<file path="config.mk">
export PLATFORM = sky130hd
export DESIGN_NAME = ptw_walker
export DESIGN_NICKNAME = d
export VERILOG_FILES = /design/src/rtl/ptw_pkg.sv /design/src/rtl/ptw_index_sel.sv /design/src/rtl/ptw_entry_addr.sv /design/src/rtl/ptw_entry_decode.sv /design/src/rtl/ptw_walker.sv
export SDC_FILE = /design/constraint.sdc
export NUM_CORES = 1
export LEC_CHECK = 0
export ABC_AREA = 1
export CORE_AREA = 2 2 123 125
export DETAILED_ROUTE_END_ITERATION = 10
export DIE_AREA = 0 0 125 127
export GPL_ROUTABILITY_DRIVEN = 0
export GPL_TIMING_DRIVEN = 0
export PLACE_DENSITY = 0.81
export SYNTH_ARGS = -nofsm -noshare
export SYNTH_HDL_FRONTEND = slang
export SYNTH_SLANG_ARGS = --single-unit
</file>
<file path="constraint.sdc">
create_clock -name clk -period 4.2 [get_ports clk]
set_clock_uncertainty 0.05 [all_clocks]
set_input_delay 0.84 -clock clk [delete_from_list [all_inputs] [get_ports clk]]
set_output_delay 0.84 -clock clk [all_outputs]
set_load 0.005 [all_outputs]
</file>
<file path="src/rtl/ptw_pkg.sv">
package ptw_pkg;

  typedef enum logic [1:0] {
    WALK_IDLE  = 2'd0,
    WALK_ISSUE = 2'd1,
    WALK_WAIT  = 2'd2
  } walk_state_t;

endpackage

</file>
<file path="src/rtl/ptw_index_sel.sv">
// Picks the table index used at a given walk step; step 0 is the root level,
// which uses the highest index field of the virtual page number.
module ptw_index_sel #(
  parameter int IDX_W  = 9,
  parameter int LEVELS = 4,
  localparam int STEP_W = (LEVELS > 1) ? $clog2(LEVELS) : 1,
  localparam int VPN_W  = IDX_W * LEVELS
) (
  input  logic [VPN_W-1:0]  vpn,
  input  logic [STEP_W-1:0] step,
  output logic [IDX_W-1:0]  idx
);

  logic [IDX_W-1:0] lvl_idx [LEVELS];

  for (genvar g = 0; g < LEVELS; g++) begin : g_lvl
    assign lvl_idx[g] = vpn[IDX_W*(LEVELS-1-g) +: IDX_W];
  end

  assign idx = lvl_idx[step];

endmodule

</file>
<file path="src/rtl/ptw_entry_addr.sv">
// Byte address of one table entry: table base frame, index, entry-size shift.
module ptw_entry_addr #(
  parameter int PA_W    = 46,
  parameter int OFF_W   = 12,
  parameter int IDX_W   = 9,
  parameter int ENTRY_W = 64,
  localparam int FRAME_W = PA_W - OFF_W,
  localparam int ENT_SH  = $clog2(ENTRY_W / 8)
) (
  input  logic [FRAME_W-1:0] base,
  input  logic [IDX_W-1:0]   idx,
  output logic [PA_W-1:0]    addr
);

  logic [OFF_W-1:0] in_page;

  assign in_page = OFF_W'({idx, {ENT_SH{1'b0}}});
  assign addr    = {base, in_page};

endmodule

</file>
<file path="src/rtl/ptw_entry_decode.sv">
// Splits a returned entry into its present flag and frame field.
module ptw_entry_decode #(
  parameter int PA_W    = 46,
  parameter int OFF_W   = 12,
  parameter int ENTRY_W = 64,
  localparam int FRAME_W = PA_W - OFF_W
) (
  input  logic [ENTRY_W-1:0] entry,
  output logic               present,
  output logic [FRAME_W-1:0] frame
);

  logic field_unused;

  assign present      = entry[0];
  assign frame        = entry[PA_W-1:OFF_W];
  assign field_unused = ^{entry[ENTRY_W-1:PA_W], entry[OFF_W-1:1]};

endmodule

</file>
<file path="src/rtl/ptw_walker.sv">
module ptw_walker
  import ptw_pkg::*;
#(
  parameter int VA_W    = 48,
  parameter int PA_W    = 46,
  parameter int OFF_W   = 12,
  parameter int IDX_W   = 9,
  parameter int LEVELS  = 4,
  parameter int ENTRY_W = 64,
  localparam int FRAME_W = PA_W - OFF_W,
  localparam int STEP_W  = (LEVELS > 1) ? $clog2(LEVELS) : 1,
  localparam int VPN_W   = IDX_W * LEVELS
) (
  input  logic               clk,
  input  logic               rst,
  input  logic [FRAME_W-1:0] root_ppn,
  input  logic               req_valid,
  input  logic [VA_W-1:0]    req_va,
  output logic               req_ready,
  output logic               mem_req_valid,
  output logic [PA_W-1:0]    mem_req_addr,
  input  logic               mem_req_ready,
  input  logic               mem_rsp_valid,
  input  logic [ENTRY_W-1:0] mem_rsp_data,
  output logic               done,
  output logic               fault,
  output logic [STEP_W-1:0]  fault_level,
  output logic [PA_W-1:0]    pa_out
);

  localparam logic [STEP_W-1:0] LAST_STEP = STEP_W'(LEVELS - 1);

  walk_state_t        state_q;
  logic [VA_W-1:0]    va_q;
  logic [STEP_W-1:0]  step_q;
  logic [STEP_W-1:0]  step_nx;
  logic [PA_W-1:0]    addr_q;
  logic               done_q;
  logic               fault_q;
  logic [STEP_W-1:0]  flvl_q;
  logic [PA_W-1:0]    pa_q;

  logic [IDX_W-1:0]   idx_first;
  logic [IDX_W-1:0]   idx_next;
  logic [PA_W-1:0]    addr_first;
  logic [PA_W-1:0]    addr_next;
  logic               ent_present;
  logic [FRAME_W-1:0] ent_frame;

  assign step_nx = step_q + STEP_W'(1);

  // root-level index taken straight from the incoming request
  ptw_index_sel #(.IDX_W(IDX_W), .LEVELS(LEVELS)) u_idx_first (
    .vpn  (req_va[OFF_W +: VPN_W]),
    .step ('0),
    .idx  (idx_first)
  );

  // index for the step that follows the current one
  ptw_index_sel #(.IDX_W(IDX_W), .LEVELS(LEVELS)) u_idx_next (
    .vpn  (va_q[OFF_W +: VPN_W]),
    .step (step_nx),
    .idx  (idx_next)
  );

  ptw_entry_addr #(.PA_W(PA_W), .OFF_W(OFF_W), .IDX_W(IDX_W), .ENTRY_W(ENTRY_W)) u_addr_first (
    .base (root_ppn),
    .idx  (idx_first),
    .addr (addr_first)
  );

  ptw_entry_addr #(.PA_W(PA_W), .OFF_W(OFF_W), .IDX_W(IDX_W), .ENTRY_W(ENTRY_W)) u_addr_next (
    .base (ent_frame),
    .idx  (idx_next),
    .addr (addr_next)
  );

  ptw_entry_decode #(.PA_W(PA_W), .OFF_W(OFF_W), .ENTRY_W(ENTRY_W)) u_decode (
    .entry   (mem_rsp_data),
    .present (ent_present),
    .frame   (ent_frame)
  );

  always_ff @(posedge clk) begin
    if (rst) begin
      state_q <= WALK_IDLE;
      va_q    <= '0;
      step_q  <= '0;
      addr_q  <= '0;
      done_q  <= 1'b0;
      fault_q <= 1'b0;
      flvl_q  <= '0;
      pa_q    <= '0;
    end else begin
      done_q <= 1'b0;
      unique case (state_q)
        WALK_IDLE: begin
          if (req_valid) begin
            va_q    <= req_va;
            step_q  <= '0;
            addr_q  <= addr_first;
            state_q <= WALK_ISSUE;
          end
        end
        WALK_ISSUE: begin
          if (mem_req_ready) state_q <= WALK_WAIT;
        end
        WALK_WAIT: begin
          if (mem_rsp_valid) begin
            if (!ent_present) begin
              done_q  <= 1'b1;
              fault_q <= 1'b1;
              flvl_q  <= step_q;
              pa_q    <= '0;
              state_q <= WALK_IDLE;
            end else if (step_q == LAST_STEP) begin
              done_q  <= 1'b1;
              fault_q <= 1'b0;
              flvl_q  <= '0;
              pa_q    <= {ent_frame, va_q[OFF_W-1:0]};
              state_q <= WALK_IDLE;
            end else begin
              step_q  <= step_nx;
              addr_q  <= addr_next;
              state_q <= WALK_ISSUE;
            end
          end
        end
        default: state_q <= WALK_IDLE;
      endcase
    end
  end

  assign req_ready     = (state_q == WALK_IDLE);
  assign mem_req_valid = (state_q == WALK_ISSUE);
  assign mem_req_addr  = addr_q;
  assign done          = done_q;
  assign fault         = fault_q;
  assign fault_level   = flvl_q;
  assign pa_out        = pa_q;

  // a read waits with a steady address until taken
  p_req_hold_r8: assert property (@(posedge clk) disable iff (rst)
    (mem_req_valid && !mem_req_ready) |=> (mem_req_valid && $stable(mem_req_addr)))
    else $error("read request dropped or changed before handshake");

  // a handshaken read is never followed by another one in the next cycle
  p_one_outstanding_r8: assert property (@(posedge clk) disable iff (rst)
    (mem_req_valid && mem_req_ready) |=> !mem_req_valid)
    else $error("second read issued with a response pending");

  // completion is a single-cycle pulse
  p_done_pulse_r6: assert property (@(posedge clk) disable iff (rst)
    done |=> !done)
    else $error("done held longer than one cycle");

  // a non-present entry ends the walk with a fault on the next cycle
  p_absent_faults_r5: assert property (@(posedge clk) disable iff (rst)
    (state_q == WALK_WAIT && mem_rsp_valid && !ent_present) |=> (done && fault))
    else $error("non-present entry did not fault");

  // acceptance closes the request port
  p_accept_busy_r7: assert property (@(posedge clk) disable iff (rst)
    (req_valid && req_ready) |=> !req_ready)
    else $error("walker still ready after accepting");

  // result is shown only once the walker is idle again
  p_done_idle_r7: assert property (@(posedge clk) disable iff (rst)
    done |-> req_ready)
    else $error("done while walk still active");

  // the page offset reaches the result unchanged
  p_offset_pass_r4: assert property (@(posedge clk) disable iff (rst)
    (done && !fault) |-> (pa_out[OFF_W-1:0] == va_q[OFF_W-1:0]))
    else $error("page offset altered");

endmodule

</file>
==> metrics.yaml <==
outcome: "completed"
postCtsHoldBufs: 0
cts.sinks: 145
syn_area_um2: 6400
ir_drop_mv: 0.2692
path_cells: "inv_1 -> nor2_1 -> clkdlybuf4s50_1"
final.setup.worst_slack_ps: 1559
insertion_delay_ps: 420
final_util_pct: 65.18
drv_slew: 0
cts_setup_buffers: 0
required_ps: 3310
syn-instance-count: 959
num_vias: 6793
ys.warnings.count: 0
initialDrtViolationCount: 414
worstMarginPinSlew_ps: 582.9
slowest_delay_ps: 580
cp.arrival_ps: 1750
fillers: 1280
ant_nets: 0
place_area_um2: 8800
most-common-layout-cells: "nand2_1 (307), clkdlybuf4s50_1 (216), nor2_1 (198), dfxtp_1 (145), nand3_1 (67)"
htreeDepth: 4
slowest_stage: "clkdlybuf4s50_1"
critPathKind: "flop to output port"
met2_usage_pct: 42.68
ys.flop_type: "dfxtp_1"
hold_viol_final: 0
async_reset_ff_share_pct: 0
cts_tree: "built"
ys_types: 22
antenna_found_initial: 0
layout-drive-gt1-share_pct: 8.368
fin_crit_sh_pct: 62.89
ctsResizeCount: 0
setup_viol: 0
crit_buf_inv: 2
drc_errors: 0
relSlewSlack_pct: 61.14
powerDensity_nw_per_um2: 413.0
row_count: 44
via_per_inst: 4.884
drtPass1Iterations: 5
io_buffers: 216
grt_pass1_wl_um: 31530
grt_pass1_vias: 6349
grt_max_degree: 17
stdcell_area_um2: 9402
end_kind: "output port"
fin_nets: 1348
cp_max_fo: 4
fmax_mhz: 378.6
cellLeakagePower_nw: 4.149
rsz0062_at_grt: "no"
instances_no_fill: 1391
dieArea_um2: 15880
cts_buffers: 17
root_buffer: "clkbuf_16"
ys_seq_area_share_pct: 45.36
start_util_pct: 44.37
met3_usage_pct: 6.365
clockBufferDepth: 2
coreArea_um2: 14420
tns_ps: 0
ys_ff_latch: 145
grt_use_met1_pct: 30.04
clk_pin_slew_ps: 60
place_ws_ps: 1512
postSynthAreaPerCell_um2: 6.674
fin_crit_ps: 2641
wire_per_inst_um: 14.40
hpwl_um: 14800
busiest_layer: "met2"
io_pins: 249
synth_edf_count: 0
dpl.cell_count: 1361
chipHeight_um: 127
syn2layout_area_growth_pct: 46.90
timing.hold.ws_ps: 411.8
wl_um: 20030
overflow: 0
hp-class: "flop to flop"
critical_path.startpoint_type: "flop"
track_usage_pct: 24.97
total_power_mw: 3.883
antenna-diode-count: 0
fp.dieW_um: 125
cp_top_family: "buffers and inverters"
mostFrequentLayoutCell: "nand2_1"
drv_cap: 0
==> registers in the layout, indices dropped and copies added, names as in the netlist <==
register      cells
fault             1
fault_level       2
state_q           2
mem_req_addr     43
va_q             48
pa_out           46
step_q            2
done              1
==> cell usage after synthesis, types with 6 or more instances <==
master    count  area share [%]
clkbuf_1     33             1.9
o21ai_0      46             3.6
nor2_1      198              12
buf_2        20             1.6
dfxtp_1     145              45
nand3_1      67             5.2
buf_4         6            0.70
a21oi_1      15             1.2
o21ai_1      18             1.4
o21ai_2      30             4.1
nand2_1     307              18
inv_1        52             3.0
==> worst register-to-register path, cell delays in order, from the launching register on <==
cell and delay (ps):
dfxtp_1 330, ha_1 220, inv_1 50, nand2_1 90
nand3_2 180, inv_2 40, nand2_1 80, clkbuf_1 410
o21ai_1 140
==> layout make-up <==
type	count	area, um2	share of cell area [%]
plain buffers	64	310.3	3.301
clock buffers	20	466.7	4.964
clock inverters	10	135.1	1.437
inverters	60	225.2	2.396
multi-input cells	692	2969	31.58
flip-flops and latches	145	2903	30.88
well taps	184	230.2	2.449
repair buffers	216	2162	23.00
==> per-layer routing <==
layer  up-vias  routed length (um)
li1       3440                   -
met1      3038                8468
met2       274                9503
met3        41                1437
met4         0                 616
met5         -                   0
==> worst paths after layout <==
check | from | to | slack, ps | cells after the start
setup / recovery | state_q[0] | mem_req_valid | 1560 | 3
hold / removal | va_q[1] | pa_out[1] | 410 | 2
setup reg to reg | step_q[0] | pa_out[42] | 2460 | 8
hold reg to reg | va_q[1] | pa_out[1] | 410 | 2
==> where the power goes <==
part | switching [mW] | internal [mW] | leakage [nW]
Combinational | 0.415 | 0.368 | 2.66
Clock | 0.570 | 0.971 | 0.297
Sequential | 0.0638 | 1.49 | 1.19
==> logic make-up (layout without fill, tap and decap cells) <==
kind of cell / count (synthesis) / after routing / synth area share [%]
buffers and inverters: 124 / 370 / 8.368
other: 1 / 3 / 0.05859
AND/OR/NAND/NOR: 579 / 579 / 35.74
AO/OA/AOI/OAI: 109 / 109 / 10.28
adder cells (fa/ha/maj): 1 / 1 / 0.1955
flip-flops: 145 / 145 / 45.36
(Power assumes the default switching activity.)
